===== config.mk =====
export PLATFORM = sky130hd
export DESIGN_NAME = legacy_region_decoder
export DESIGN_NICKNAME = d
export VERILOG_FILES = /design/src/rtl/lrd_pkg.sv /design/src/rtl/lrd_cfg_regs.sv /design/src/rtl/lrd_mode_map.sv /design/src/rtl/lrd_addr_route.sv /design/src/rtl/legacy_region_decoder.sv
export SDC_FILE = /design/constraint.sdc
export NUM_CORES = 1
export LEC_CHECK = 0
export BUFFER_PORTS_ARGS = -buffer_cell sky130_fd_sc_hd__buf_2
export CAP_MARGIN = 20
export CORE_MARGIN = 2
export CORE_UTILIZATION = 49
export DETAILED_ROUTE_END_ITERATION = 16
export HOLD_SLACK_MARGIN = 0.03
export PLACE_DENSITY = 0.77
export SLEW_MARGIN = 20
export SYNTH_ARGS = -nofsm -noshare
export SYNTH_HDL_FRONTEND = slang
export SYNTH_SLANG_ARGS = --single-unit

===== constraint.sdc =====
create_clock -name clk -period 4.8 [get_ports clk]
set_clock_uncertainty 0.2 [all_clocks]
set_input_delay 0.24 -clock clk [delete_from_list [all_inputs] [get_ports clk]]
set_output_delay 0.24 -clock clk [all_outputs]
set_load 0.02 [all_outputs]

===== src/rtl/lrd_pkg.sv =====
package lrd_pkg;

  typedef enum logic [1:0] {
    MODE_PCI     = 2'd0,
    MODE_RAM_RO  = 2'd1,
    MODE_PCI_ALT = 2'd2,
    MODE_RAM_RW  = 2'd3
  } seg_mode_e;

  typedef enum logic [1:0] {
    AREA_LOW    = 2'd0,
    AREA_WINDOW = 2'd1,
    AREA_SHADOW = 2'd2
  } area_e;

  localparam int WIN_SMM_BIT   = 3;
  localparam int WIN_FORCE_BIT = 6;

  function automatic logic mode_hits_ram(input logic [1:0] m);
    return (m == MODE_RAM_RO) || (m == MODE_RAM_RW);
  endfunction

  function automatic logic mode_drops_write(input logic [1:0] m, input logic wr);
    return wr && (m == MODE_RAM_RO);
  endfunction

  function automatic logic window_open(input logic [7:0] ctrl, input logic smm);
    return (smm && ctrl[WIN_SMM_BIT]) || ctrl[WIN_FORCE_BIT];
  endfunction

  function automatic logic [7:0] size_units(input logic [31:0] mib);
    logic [31:0] q;
    q = mib >> 3;
    return (q > 32'd255) ? 8'hFF : q[7:0];
  endfunction

endpackage


===== src/rtl/lrd_cfg_regs.sv =====
module lrd_cfg_regs #(
  parameter int          CFG_AW    = 8,
  parameter int          PAM_BYTES = 7,
  parameter logic [7:0]  PAM_BASE  = 8'h59,
  parameter logic [7:0]  WIN_OFF   = 8'h72,
  parameter logic [7:0]  SIZE_OFF  = 8'h57,
  parameter logic [7:0]  WIN_RST   = 8'h02,
  parameter int          MIB_W     = 16
) (
  input  logic                   clk,
  input  logic                   rst_n,
  input  logic                   we,
  input  logic [CFG_AW-1:0]      addr,
  input  logic [7:0]             wdata,
  output logic [7:0]             rdata,
  input  logic [MIB_W-1:0]       ram_size_mib,
  output logic [PAM_BYTES*8-1:0] pam_flat,
  output logic [7:0]             win_ctrl,
  output logic                   decode_touch
);
  import lrd_pkg::*;

  logic [7:0]           pam_q [PAM_BYTES];
  logic [PAM_BYTES-1:0] pam_sel;
  logic                 win_sel;
  logic                 size_sel;
  logic [7:0]           size_q;

  assign win_sel  = (addr == CFG_AW'(WIN_OFF));
  assign size_sel = (addr == CFG_AW'(SIZE_OFF));
  assign size_q   = size_units({{(32-MIB_W){1'b0}}, ram_size_mib});

  for (genvar k = 0; k < PAM_BYTES; k++) begin : g_pam
    assign pam_sel[k] = (addr == CFG_AW'(int'(PAM_BASE) + k));
    always_ff @(posedge clk or negedge rst_n) begin
      if (!rst_n)                  pam_q[k] <= 8'h00;
      else if (we && pam_sel[k])   pam_q[k] <= wdata;
    end
    assign pam_flat[k*8 +: 8] = pam_q[k];
  end

  always_ff @(posedge clk or negedge rst_n) begin
    if (!rst_n)               win_ctrl <= WIN_RST;
    else if (we && win_sel)   win_ctrl <= wdata;
  end

  assign decode_touch = we && ((|pam_sel) || win_sel);

  always_comb begin
    rdata = 8'h00;
    if (size_sel) rdata = size_q;
    if (win_sel)  rdata = win_ctrl;
    for (int k = 0; k < PAM_BYTES; k++) begin
      if (pam_sel[k]) rdata = pam_q[k];
    end
  end

endmodule


===== src/rtl/lrd_mode_map.sv =====
module lrd_mode_map #(
  parameter int PAM_BYTES = 7,
  localparam int SEG_NUM  = 1 + 2 * (PAM_BYTES - 1)
) (
  input  logic [PAM_BYTES*8-1:0] pam_flat,
  output logic [SEG_NUM*2-1:0]   seg_modes
);
  logic pam_spare_unused;
  assign pam_spare_unused = ^pam_flat;

  // Segment 0 is the top 64 KiB block, upper nibble of the first byte.
  assign seg_modes[1:0] = pam_flat[5:4];

  // Segment s>0 is the 16 KiB block i=s-1, packed two per byte.
  for (genvar s = 1; s < SEG_NUM; s++) begin : g_seg
    localparam int BYTE_IX = 1 + (s - 1) / 2;
    localparam int BIT_LO  = ((s - 1) % 2) * 4;
    assign seg_modes[s*2 +: 2] = pam_flat[BYTE_IX*8 + BIT_LO +: 2];
  end

endmodule


===== src/rtl/lrd_addr_route.sv =====
module lrd_addr_route #(
  parameter int ADDR_W  = 20,
  parameter int SEG_NUM = 13,
  parameter int SEG_SH  = 14,
  localparam int IDX_W  = $clog2(SEG_NUM)
) (
  input  logic [ADDR_W-1:0]    acc_addr,
  input  logic                 acc_write,
  input  logic                 smm_active,
  input  logic [7:0]           win_ctrl,
  input  logic [SEG_NUM*2-1:0] seg_modes,
  output lrd_pkg::area_e       area,
  output logic [IDX_W-1:0]     seg_idx,
  output logic [1:0]           cur_mode,
  output logic                 sel_ram,
  output logic                 wr_block
);
  import lrd_pkg::*;

  localparam logic [ADDR_W-1:0] WIN_LO    = ADDR_W'(20'hA0000);
  localparam logic [ADDR_W-1:0] SHADOW_LO = ADDR_W'(20'hC0000);
  localparam logic [ADDR_W-1:0] TOP_LO    = ADDR_W'(20'hF0000);

  logic [ADDR_W-1:0] shadow_off;
  assign shadow_off = acc_addr - SHADOW_LO;

  always_comb begin
    if (acc_addr < WIN_LO)         area = AREA_LOW;
    else if (acc_addr < SHADOW_LO) area = AREA_WINDOW;
    else                           area = AREA_SHADOW;
  end

  always_comb begin
    seg_idx = '0;
    if (area == AREA_SHADOW && acc_addr < TOP_LO)
      seg_idx = IDX_W'((shadow_off >> SEG_SH) + 1'b1);
  end

  assign cur_mode = seg_modes[seg_idx*2 +: 2];

  always_comb begin
    sel_ram  = 1'b1;
    wr_block = 1'b0;
    case (area)
      AREA_WINDOW: sel_ram = window_open(win_ctrl, smm_active);
      AREA_SHADOW: begin
        sel_ram  = mode_hits_ram(cur_mode);
        wr_block = mode_drops_write(cur_mode, acc_write);
      end
      default: ;
    endcase
  end

endmodule


===== src/rtl/legacy_region_decoder.sv =====
module legacy_region_decoder #(
  parameter int          ADDR_W    = 20,
  parameter int          CFG_AW    = 8,
  parameter int          MIB_W     = 16,
  parameter int          PAM_BYTES = 7,
  parameter logic [7:0]  PAM_BASE  = 8'h59,
  parameter logic [7:0]  WIN_OFF   = 8'h72,
  parameter logic [7:0]  SIZE_OFF  = 8'h57,
  parameter logic [7:0]  WIN_RST   = 8'h02
) (
  input  logic              clk,
  input  logic              rst_n,
  input  logic              cfg_we,
  input  logic [CFG_AW-1:0] cfg_addr,
  input  logic [7:0]        cfg_wdata,
  output logic [7:0]        cfg_rdata,
  input  logic [MIB_W-1:0]  ram_size_mib,
  input  logic [ADDR_W-1:0] acc_addr,
  input  logic              acc_write,
  input  logic              smm_active,
  output logic              sel_ram,
  output logic              wr_block
);
  localparam int SEG_NUM = 1 + 2 * (PAM_BYTES - 1);
  localparam int IDX_W   = $clog2(SEG_NUM);

  logic [PAM_BYTES*8-1:0] pam_flat;
  logic [7:0]             win_ctrl;
  logic                   decode_touch;
  logic [SEG_NUM*2-1:0]   seg_modes;
  lrd_pkg::area_e         area;
  logic [IDX_W-1:0]       seg_idx;
  logic [1:0]             cur_mode;

  lrd_cfg_regs #(
    .CFG_AW(CFG_AW), .PAM_BYTES(PAM_BYTES), .PAM_BASE(PAM_BASE),
    .WIN_OFF(WIN_OFF), .SIZE_OFF(SIZE_OFF), .WIN_RST(WIN_RST), .MIB_W(MIB_W)
  ) u_regs (
    .clk(clk), .rst_n(rst_n), .we(cfg_we), .addr(cfg_addr),
    .wdata(cfg_wdata), .rdata(cfg_rdata), .ram_size_mib(ram_size_mib),
    .pam_flat(pam_flat), .win_ctrl(win_ctrl), .decode_touch(decode_touch)
  );

  lrd_mode_map #(.PAM_BYTES(PAM_BYTES)) u_map (
    .pam_flat(pam_flat), .seg_modes(seg_modes)
  );

  lrd_addr_route #(.ADDR_W(ADDR_W), .SEG_NUM(SEG_NUM)) u_route (
    .acc_addr(acc_addr), .acc_write(acc_write), .smm_active(smm_active),
    .win_ctrl(win_ctrl), .seg_modes(seg_modes), .area(area),
    .seg_idx(seg_idx), .cur_mode(cur_mode), .sel_ram(sel_ram),
    .wr_block(wr_block)
  );

endmodule


After elaboration in Yosys (flattened, before gate mapping)
Cells that the tools add are included.
{ "word_totals": {"regBits": 64, "elab_cells": 56} }
{ "op_classes": {"addsub": 2, "n_lt_le_gt_ge": 4, "eq_ne": 13, "shifts": 1, "muxes": 15, "reduce_logical": 13} }
{ "ops": {"columns": ["operator", "count"], "rows": [
  ["8-bit 2-to-1 mux", 10],
  ["8-bit by 7-bit == test with 1-bit output (second input constant)", 9],
  ["20-bit less-than comparator (second input constant)", 3],
  ["26-bit by 6-bit indexed part select with 2-bit output", 1],
  ["18-bit by 1-bit subtractor with 18-bit output (second input constant)", 1],
  ["13-bit by 8-bit > comparator with 1-bit output (second input constant)", 1],
  ["1-bit logical AND", 11],
  ["4-bit by 1-bit adder with 4-bit output (second input constant)", 1],
  ["2-bit by 1-bit == test with 1-bit output (second input constant)", 2],
  ["2-bit == test (second input constant)", 2],
  ["2-bit 2-to-1 mux", 2],
  ["4-bit 2-to-1 mux", 1],
  ["1-bit logical OR", 2],
  ["1-bit one-hot mux with 2 select lines", 1],
  ["1-bit 2-to-1 mux", 1]
]} }

Longest topological paths before layout
Gate-level depths: netlist of run 1.
{ "depth": {"word_depth": 11, "mapped_depth": 7, "depth_no_buf": 6} }

Hierarchy
Synthesis of run 1 repeated with hierarchy kept, for this count alone.
{ "unflattened": {"cells_unflattened": 363, "area_unflattened_um2": 4023.9} }
{ "modules_own_cells": {"columns": ["mod", "instances", "cells_per_inst", "area_each_um2", "seq_area_each_um2"], "rows": [
  ["lrd_cfg_regs", 1, 270, 3385.7, 1602.8],
  ["lrd_addr_route", 1, 67, 442.9, 0.0],
  ["lrd_mode_map", 1, 26, 195.2, 0.0]
]} }

Worst setup path after synthesis of run 1
OpenSTA, ideal clock, no wires.
{ "synth_timing": {"path_type": "input-to-output", "start": "input port acc_addr[14]", "end": "output port wr_block", "arrival_ns": 1.962, "t_required_ns": 4.360, "setup_slack_ns": 2.398, "stages": 7, "path_buffers": 1, "path_cell_list": "ha_1 -> buf_2 -> nor2b_4 -> or3_4 -> a2111oi_2 -> o21ai_1 -> a211oi_2"} }
{ "synth_via": {"elab_chain_len": 10, "elab_cells_between_ends": 14, "classes_between": "2 x add/sub; 3 x order compare; 2 x eq/ne; 1 x shift; 4 x mux; 2 x reduce/logical"} }
{ "synth_rtl": {"columns": ["element", "line", "source"], "rows": [
  ["from (decl)", "legacy_region_decoder.sv:18", "input logic [ADDR_W-1:0] acc_addr,"],
  ["parallel branches: the longest is 9 deep, another holds 18-bit by 1-bit subtractor with 18-bit output", null, null],
  ["1-bit 2-to-1 mux *", "lrd_addr_route.sv:44", "case (area)"],
  ["to (decl)", "legacy_region_decoder.sv:22", "output logic wr_block"]
]} }
Every way passes the cells marked *.

Worst setup path in the final report of run 1
Ends and elaborated chain as after synthesis.

==> impl_metrics.ini, run 1 <==
[cells_and_area]
fillers = 590
nNetsFinal = 421
area_delta_synth_final_pct = 14.2
layout.cells.non_filler = 466
fin_area_um2 = 4290
drive_above_1_share_pct = 42.2
antenna_cells = 0

[global_routing]
grt_max_degree = 65
antenna_found_initial = 0
grt_overflow = 0
grt_pass1_wl_um = 15200
grt_usage_pct = 23.2
grt_pass1_vias = 2943

[clock_network]
postCtsSetupBuffers = 0
cts_tree = done
post_cts_resized = 0
cts_max_level = 3
ctsHoldBuffers = 3
root_buffer = clkbuf_8
cts_buffers = 9
cts.clk_slew.worst_paths_ns = 0.06
clk_path_buf_depth = 2
clock_sinks = 64
clock_latency_ns = 0.33

[floorplanning]
fp-row-count = 31
io-pin-count = 67
dieArea_um2 = 8390
die_w_um = 91.6
core_um2 = 7330
start_util_pct = 51.3
dieHeight_um = 91.6

[routing]
drc = 0
routedWlPerCell_um = 20.1
drtIter0Drc = 363
vias = 2907
ant_nets = 0
drt_first_pass_iters = 5
routed_wl_um = 9360
vias_per_cell = 6.24

[synth]
yosysWarnings = 0
synth_nets = 374
async_reset_ff_share_pct = 100
syn_area_per_cell_um2 = 11.9
synth_edf_count = 0
ys.flop_type = dfrtp_1
synthCells = 316
synth_area_um2 = 3760
ys_seq_area_share_pct = 42.6
synth.distinct_cells = 63
ys_ff_latch = 64

[timing]
fin_hold_ws_ns = 0.0406
slew_headroom_pct = 44.1
setup_violations = 0
slew_violations = 0
rsz0062_at_grt = false
hold_violations = 0
fmax_ghz = 0.348
min_period_ns = 2.87
finalCritPeriodShare_pct = 59.8
setup_tns_ns = 0
worstMarginPinSlew_ns = 0.831

[job]
cap_viol_max_count = 0

[worst_hold_path]
worstHoldPathType = primary input to flop
min_path_cells = 2

[placement]
dpl.cell_count = 448
dpl_cell_area_um2 = 4040
place_congestion = 0.875
dpl.hpwl_um = 6390
io_buffers = 49

[power_and_ir_drop]
p_leak_nw = 2.04
power_density_nw_per_um2 = 291
ir_worst_vdd_uv = 162

[critical_path]
startpoint_type = primary input
cp_slowest_cell = ha_1
critical_path_class = primary input to output port
cp.required_ns = 4.36
cp_max_fo = 17
path_cells = buf_2 -> ha_1 -> nor2b_4 -> or3_4 -> a2111oi_2 -> o21ai_1 -> a211oi_2 -> buf_2
worst_ep_arrival_time_ns = 2.43
critPathMostFrequentCell = buf_2
cpPeakStageDelay_ns = 0.60
cp-end-kind = output port
reg2reg_depth = 1

[outcome]
outcome = finished, final reports clean
[final timing paths]
kind,startpoint,end,slack [ns]
max in group asynchronous,rst_n,u_regs.pam_flat[48]$_DFFE_PN0P_,3.44
min in group asynchronous,rst_n,u_regs.pam_flat[50]$_DFFE_PN0P_,0.41
max,acc_addr[14],wr_block,1.93
min,cfg_wdata[0],u_regs.win_ctrl[0]$_DFFE_PN0P_,0.04
min reg2reg,u_regs.win_ctrl[0]$_DFFE_PN0P_,u_regs.win_ctrl[0]$_DFFE_PN0P_,0.29
max reg2reg,u_regs.win_ctrl[3]$_DFFE_PN0P_,u_regs.win_ctrl[3]$_DFFE_PN0P_,3.75
[report_power, final]
group	leakage, nW	internal [mW]	switching (mW)
clock	0.112	0.317	0.197
combinational	1.05	0.0678	0.0846
sequential	0.874	0.566	0.0180
[critical path: cells and delay by family]
| family | cells | cell delay [ns] |
|---|---|---|
| compound gates | 3 | 0.70 |
| simple gates | 2 | 0.49 |
| fa+ha+maj | 1 | 0.60 |
| buf+inv | 2 | 0.39 |
[per-stage QoR]
step | power, mW | util [%] | setup slack, ns
floorplan | 0.683 | - | 2.40
global placement | 0.738 | 55.1 | 1.95
detailed placement | 0.743 | 55.1 | 1.94
CTS | 1.26 | 58.6 | 1.94
global route | 1.30 | 58.6 | 1.79
finish | 1.25 | 58.6 | 1.93
[layout make-up]
class                      instances  area (um2)  area share [%]
clock buffer                      12         155            3.61
tap                               99         124            2.89
timing repair buffer              53         283            6.59
multi-input combinational        227        2030            47.4
sequential                        64        1600            37.3
inverter                           8        30.0           0.700
clock inverter                     3        65.1            1.52
[sequential cells by signal (all words and copies together), names as in the netlist]
| register | flops |
|---|---|
| u_regs.win_ctrl | 8 |
| u_regs.pam_flat | 56 |
[Yosys cell counts (all sizes together), types with 2 or more instances]
cell | count | share of area, %
a32oi | 5 | 1.2
o41ai | 3 | 0.70
a21oi | 13 | 1.7
nand3 | 4 | 0.80
nand3b | 2 | 0.73
nand2b | 7 | 1.4
o22ai | 3 | 0.50
nor3b | 2 | 0.70
a22oi | 3 | 0.60
a2111oi | 4 | 1.1
o21a | 3 | 0.60
mux4 | 5 | 3.0
nor4 | 7 | 1.7
o31ai | 3 | 0.60
a221oi | 4 | 0.93
nand2 | 19 | 2.0
a21o | 2 | 0.40
mux2i | 8 | 2.1
buf | 11 | 1.9
inv | 7 | 0.70
a211oi | 4 | 0.93
or2 | 2 | 0.33
dfrtp | 63 | 42
clkbuf | 6 | 0.60
o211ai | 6 | 1.2
nor2 | 9 | 1.1
nor2b | 4 | 0.87
o21ai | 16 | 2.1
mux2 | 74 | 23
nor3 | 2 | 0.27
[layer usage]
metal  track usage (%)  wire (um)  share of wire, %
met5                 0          0                 0
met4              9.47        238               2.5
met3              4.56        633               6.8
met2              36.3       4450                48
met1              31.6       4040                43
[cells by family after synthesis]
| family | count (synthesis) | synth area share, % |
|---|---|---|
| compound gates | 74 | 13.7 |
| fa+ha+maj | 1 | 0.333 |
| mux | 87 | 28.1 |
| flops | 64 | 42.6 |
| simple gates | 65 | 11.9 |
| buf+inv | 25 | 3.29 |
[layout by cell type, fill, tap and decap left out, types with 5 or more instances in the layout]
master,netlist,routed
o21ai_0,14,14
o211ai_1,6,6
mux2_4,8,8
buf_2,6,49
mux2i_1,8,8
nand2b_1,6,6
dfrtp_1,63,63
nor2_1,6,6
inv_1,7,7
a32oi_1,5,5
nor4_1,5,5
nand2_1,18,18
clkbuf_8,0,11
mux2_1,8,8
a21oi_1,13,13
mux2_2,58,58
mux4_2,5,5
Power figures use the tool's default switching activity.
==> run 2: changes to the inputs <==
==> constraint.sdc (replaced) <==
create_clock -name clk -period 2.88 [get_ports clk]
set_clock_uncertainty 0.2 [all_clocks]
set_input_delay 0.144 -clock clk [delete_from_list [all_inputs] [get_ports clk]]
set_output_delay 0.144 -clock clk [all_outputs]
set_load 0.02 [all_outputs]
==> run 2 against run 1 <==
Net effect:
- utilization is 1.4 points higher
- clock power is 51% higher
- setup slack worse by 1.6 ns
- worst hold slack better by 0.13 ns
- critical path type unchanged
- largest cell class unchanged
==> impl_metrics.ini, run 2 (synthesis gave the netlist of run 1 again) <==
[floorplanning]
fp-row-count = 31
io-pin-count = 67
die_w_um = 91.6
core_um2 = 7330
start_util_pct = 51.3
dieArea_um2 = 8390
dieHeight_um = 91.6

[global_routing]
grt_pass1_vias = 2984
grt_pass1_wl_um = 15500
grt_usage_pct = 24.0
grt_overflow = 0
antenna_found_initial = 0
grt_max_degree = 65

[placement]
dpl_cell_area_um2 = 4110
dpl.hpwl_um = 6470
io_buffers = 49
place_congestion = 0.894

[cells_and_area]
antenna_cells = 0
fin_area_um2 = 4390
final_cell_mix = 63 x dfrtp_1, 58 x mux2_2, 49 x buf_2, 18 x nand2_1, 14 x o21ai_0
drive_above_1_share_pct = 43.0
area_delta_synth_final_pct = 16.9
layout_commonest_cell = dfrtp_1
largest_reg_flops = 56
fin_util_pct = 59.9
fillers = 591
nNetsFinal = 436

[clock_network]
cts_max_level = 3
cts_tree = done
root_buffer = clkbuf_8
clock_sinks = 64
cts.clk_slew.worst_paths_ns = 0.07
clk_path_buf_depth = 2
clock_latency_ns = 0.34
postCtsSetupBuffers = 0
cts_buffers = 9

[power_and_ir_drop]
p_leak_nw = 2.09
ir_worst_vdd_uv = 262
power_density_nw_per_um2 = 459

[worst_hold_path]
worstHoldPathType = primary input to flop

[critical_path]
cp_max_fo = 10
startpoint_type = primary input
cp.required_ns = 2.54
cp-end-kind = output port
worst_ep_arrival_time_ns = 2.24
critical_path_class = primary input to output port

[timing]
worstMarginPinSlew_ns = 0.807
finalCritPeriodShare_pct = 89.6
hold_violations = 0
slew_headroom_pct = 46.2
setup_tns_ns = 0
rsz0062_at_grt = false
min_period_ns = 2.58
fmax_ghz = 0.388
slew_violations = 0
setup_violations = 0

[routing]
routed_wl_um = 9490
drt_first_pass_iters = 4
vias_per_cell = 6.07
routedWlPerCell_um = 19.8
vias = 2912
drtIter0Drc = 252
drc = 0
ant_nets = 0

[job]
cap_viol_max_count = 0

[outcome]
outcome = finished, final reports clean
==> run 2: changes by cell type in the layout (fill, tap and decap cells not counted), sizes merged <==
cell and delta:
dlygate4sd3 +6, bufinv -1, buf +9, clkinvlp +1
clkbuf -1
==> run 2: worst paths after layout <==
kind / from / endpoint / slack, ns / depth (start not counted)
setup / recovery: acc_addr[14] / wr_block / 0.30 / 8
hold / removal: cfg_we / u_regs.win_ctrl[7]$_DFFE_PN0P_ / 0.17 / 3
setup reg to reg: u_regs.win_ctrl[3]$_DFFE_PN0P_ / u_regs.win_ctrl[3]$_DFFE_PN0P_ / 1.85 / 1
hold reg to reg: u_regs.win_ctrl[4]$_DFFE_PN0P_ / u_regs.win_ctrl[4]$_DFFE_PN0P_ / 0.31 / 1
max in group asynchronous: rst_n / u_regs.pam_flat[20]$_DFFE_PN0P_ / 1.65 / 3
min in group asynchronous: rst_n / u_regs.pam_flat[42]$_DFFE_PN0P_ / 0.30 / 3
==> run 2: through the flow <==
step           worst slack (ns)  std cells  power, mW  hold slack [ns]
3_3_place_gp              0.415        457       1.24            0.164
3_5_place_dp              0.361        457       1.24            0.164
5_1_grt                   0.217        480       2.10            0.165
4_1_cts                   0.359        480       2.02            0.147
2_1_floorplan             0.670        316       1.14           -0.352
6_report                  0.300        480       2.02            0.167
==> run 2: critical path, stage by stage <==
cell and delay, ns:
buf_2 0.11, ha_1 0.55, nor2b_4 0.10, or3_4 0.39
a2111oi_2 0.41, o21ai_1 0.12, a211oi_2 0.22, buf_2 0.19
==> run 2: cell type report <==
cell class | instances | area [um2] | share of cell area (%)
repair buffers | 68 | 410 | 9.34
well taps | 99 | 124 | 2.82
clock buffers | 11 | 151 | 3.45
clock inverters | 3 | 42.5 | 0.968
flip-flops and latches | 64 | 1600 | 36.5
multi-input cells | 227 | 2030 | 46.3
inverters | 8 | 30.0 | 0.683
==> run 2: timing repair <==
| item | 4_1_cts | 5_1_grt |
|---|---|---|
| hold buffers | 9 | 0 |
| resized for setup | 0 | 0 |
| endpoints found under the hold margin | 127 | 0 |
==> run 2: layer usage <==
metal  vias up  global-route usage, %  wire, um
met2       117                   36.0      4430
met4         0                   10.1       218
met5         -                      0         0
li1       1327                      -         -
met3        18                   5.64       703
met1      1450                   33.2      4140
==> run 2: power by group <==
part / leakage [nW] / internal, mW / total (mW) / switching [mW]
clock: 0.0973 / 0.436 / 0.778 / 0.343
combinational: 1.12 / 0.123 / 0.267 / 0.144
sequential: 0.874 / 0.943 / 0.972 / 0.0290
total: 2.09 / 1.50 / 2.02 / 0.515
==> run 3: changes to the inputs <==
--- a/config.mk
+++ b/config.mk
@@ -9,6 +9,7 @@
 export CAP_MARGIN = 20
 export CORE_MARGIN = 2
 export CORE_UTILIZATION = 49
+export CTS_CLUSTER_SIZE = 10
 export DETAILED_ROUTE_END_ITERATION = 16
 export HOLD_SLACK_MARGIN = 0.03
 export PLACE_DENSITY = 0.77
==> constraint.sdc (replaced) <==
create_clock -name clk -period 2.5 [get_ports clk]
set_clock_uncertainty 0.2 [all_clocks]
set_input_delay 0.125 -clock clk [delete_from_list [all_inputs] [get_ports clk]]
set_output_delay 0.125 -clock clk [all_outputs]
set_load 0.05 [all_outputs]
==> run 3 against run 2 <==
Net effect:
- register-to-register slack worse by 0.38 ns
- global-route usage rose by 0.42 points
- clock power grew 14%
- via count increased by 3.1%
- final cell count up 2.1%
- first-iteration DRC count rose by 44%
- clock-buffer cell count stayed put
- non-clock buffer count up 10
- highest routed layer unchanged
==> impl_metrics.ini, run 3 (synthesis gave the netlist of run 1 again) <==
[timing]
slew_violations = 0
fmax_ghz = 0.416
worstMarginPinSlew_ns = 0.797
setup_violations = 0
hold_violations = 0
finalCritPeriodShare_pct = 96.2
setup_tns_ns = 0
min_period_ns = 2.41
worst_slack_ns = 0.0942
slew_headroom_pct = 46.9

[clock_network]
cts.clk_slew.worst_paths_ns = 0.07
root_buffer = clkbuf_8
clk_path_buf_depth = 2
clock_sinks = 64
cts_buffers = 9
cts_max_level = 3
clock_latency_ns = 0.35
postCtsSetupBuffers = 0
cts_tree = done

[job]
cap_viol_max_count = 0

[global_routing]
grt_overflow = 0
antenna_found_initial = 0
grt_pass1_wl_um = 15700
grt_pass1_vias = 3021
grt_usage_pct = 24.4
grt_max_degree = 65

[critical_path]
cp_slowest_cell = a2111oi_0
critical_path_class = primary input to output port
startpoint_type = primary input
cp_max_fo = 9
cpPeakStageDelay_ns = 0.37
worst_ep_arrival_time_ns = 2.08
cp-end-kind = output port
path_cells = buf_2 -> ha_1 -> buf_4 -> inv_1 -> o41ai_1 -> a2111oi_0 -> o21ai_1 -> a211oi_4 -> buf_6
cp.required_ns = 2.17

[cells_and_area]
largest_reg_flops = 56
drive_above_1_share_pct = 44.5
antenna_cells = 0
area_delta_synth_final_pct = 19.3
fin_util_pct = 61.2
layout_commonest_cell = dfrtp_1
nNetsFinal = 446
final_cell_mix = 63 x dfrtp_1, 58 x mux2_2, 47 x buf_2, 20 x buf_4, 18 x nand2_1

[worst_hold_path]
worstHoldPathType = primary input to flop

[power_and_ir_drop]
p_leak_nw = 2.14
power.total_mw = 2.34
power_density_nw_per_um2 = 522
ir_worst_vdd_uv = 314

[routing]
vias = 3003
drc = 0
drt_first_pass_iters = 7
routed_wl_um = 9750
ant_nets = 0
drtIter0Drc = 362
vias_per_cell = 6.13
routedWlPerCell_um = 19.9

[floorplanning]
fp-row-count = 31
start_util_pct = 51.3
dieHeight_um = 91.6
dieArea_um2 = 8390
die_w_um = 91.6
core_um2 = 7330
io-pin-count = 67

[outcome]
outcome = finished, final reports clean

[placement]
place_ws_ns = 0.0559
place_congestion = 0.882
dpl.hpwl_um = 6780
io_buffers = 49
==> run 3: changes by cell type in the layout (fill, tap and decap cells not counted) <==
cell and delta:
buf_2 -2, buf_6 +1, clkbuf_4 +1, a211oi_2 -1, buf_4 +10, a211oi_4 +1
==> run 3: worst paths after layout <==
check	start	end	slack, ns	depth (start not counted)
min	cfg_we	u_regs.win_ctrl[4]$_DFFE_PN0P_	0.14	3
max	acc_addr[14]	wr_block	0.09	9
max in group asynchronous	rst_n	u_regs.pam_flat[19]$_DFFE_PN0P_	1.28	3
min in group asynchronous	rst_n	u_regs.pam_flat[50]$_DFFE_PN0P_	0.29	3
min reg2reg	u_regs.win_ctrl[5]$_DFFE_PN0P_	u_regs.win_ctrl[5]$_DFFE_PN0P_	0.30	1
max reg2reg	u_regs.win_ctrl[3]$_DFFE_PN0P_	u_regs.win_ctrl[3]$_DFFE_PN0P_	1.47	1
==> run 3: layout make-up <==
| cell class | count | area, um2 |
|---|---|---|
| clock buffers | 11 | 151 |
| clock inverters | 3 | 42.5 |
| fillers | 599 | 2850 |
| inverters | 8 | 30.0 |
| multi-input cells | 227 | 2040 |
| flip-flops and latches | 64 | 1600 |
| well taps | 99 | 124 |
| repair buffers | 78 | 494 |
==> run 3: timing repair <==
action,in CTS,in global routing
setup endpoints to repair,0,2
endpoints found under the hold margin,127,0
hold buffers,9,0
resized for setup,0,4
==> run 3: power breakdown <==
| group | leakage (nW) | internal [mW] | switching (mW) |
|---|---|---|---|
| clock | 0.0973 | 0.502 | 0.388 |
| sequential | 0.874 | 1.09 | 0.0344 |
| combinational | 1.17 | 0.151 | 0.178 |
==> run 3: per-stage QoR <==
step	hold WS [ns]	instances	cell area [um2]
after CTS	0.126	490	4480
after global routing	0.151	490	4490
after floorplan	-0.371	316	3770
after global placement	0.138	467	4190
after detailed placement	0.150	467	4190
final	0.145	490	4490
==> run 3: worst max-delay path, delay by kind of cell <==
family	cells	cell delay [ns]
adder cells (fa/ha/maj)	1	0.34
AO/OA/AOI/OAI	4	0.98
buffers and inverters	4	0.64
==> run 3: routing by layer <==
metal | global-route usage (%) | up-vias | routed length (um)
li1 | - | 1352 | -
met1 | 33.2 | 1502 | 4280
met2 | 36.7 | 127 | 4550
met3 | 5.39 | 22 | 646
met4 | 12.0 | 0 | 274
met5 | 0 | - | 0
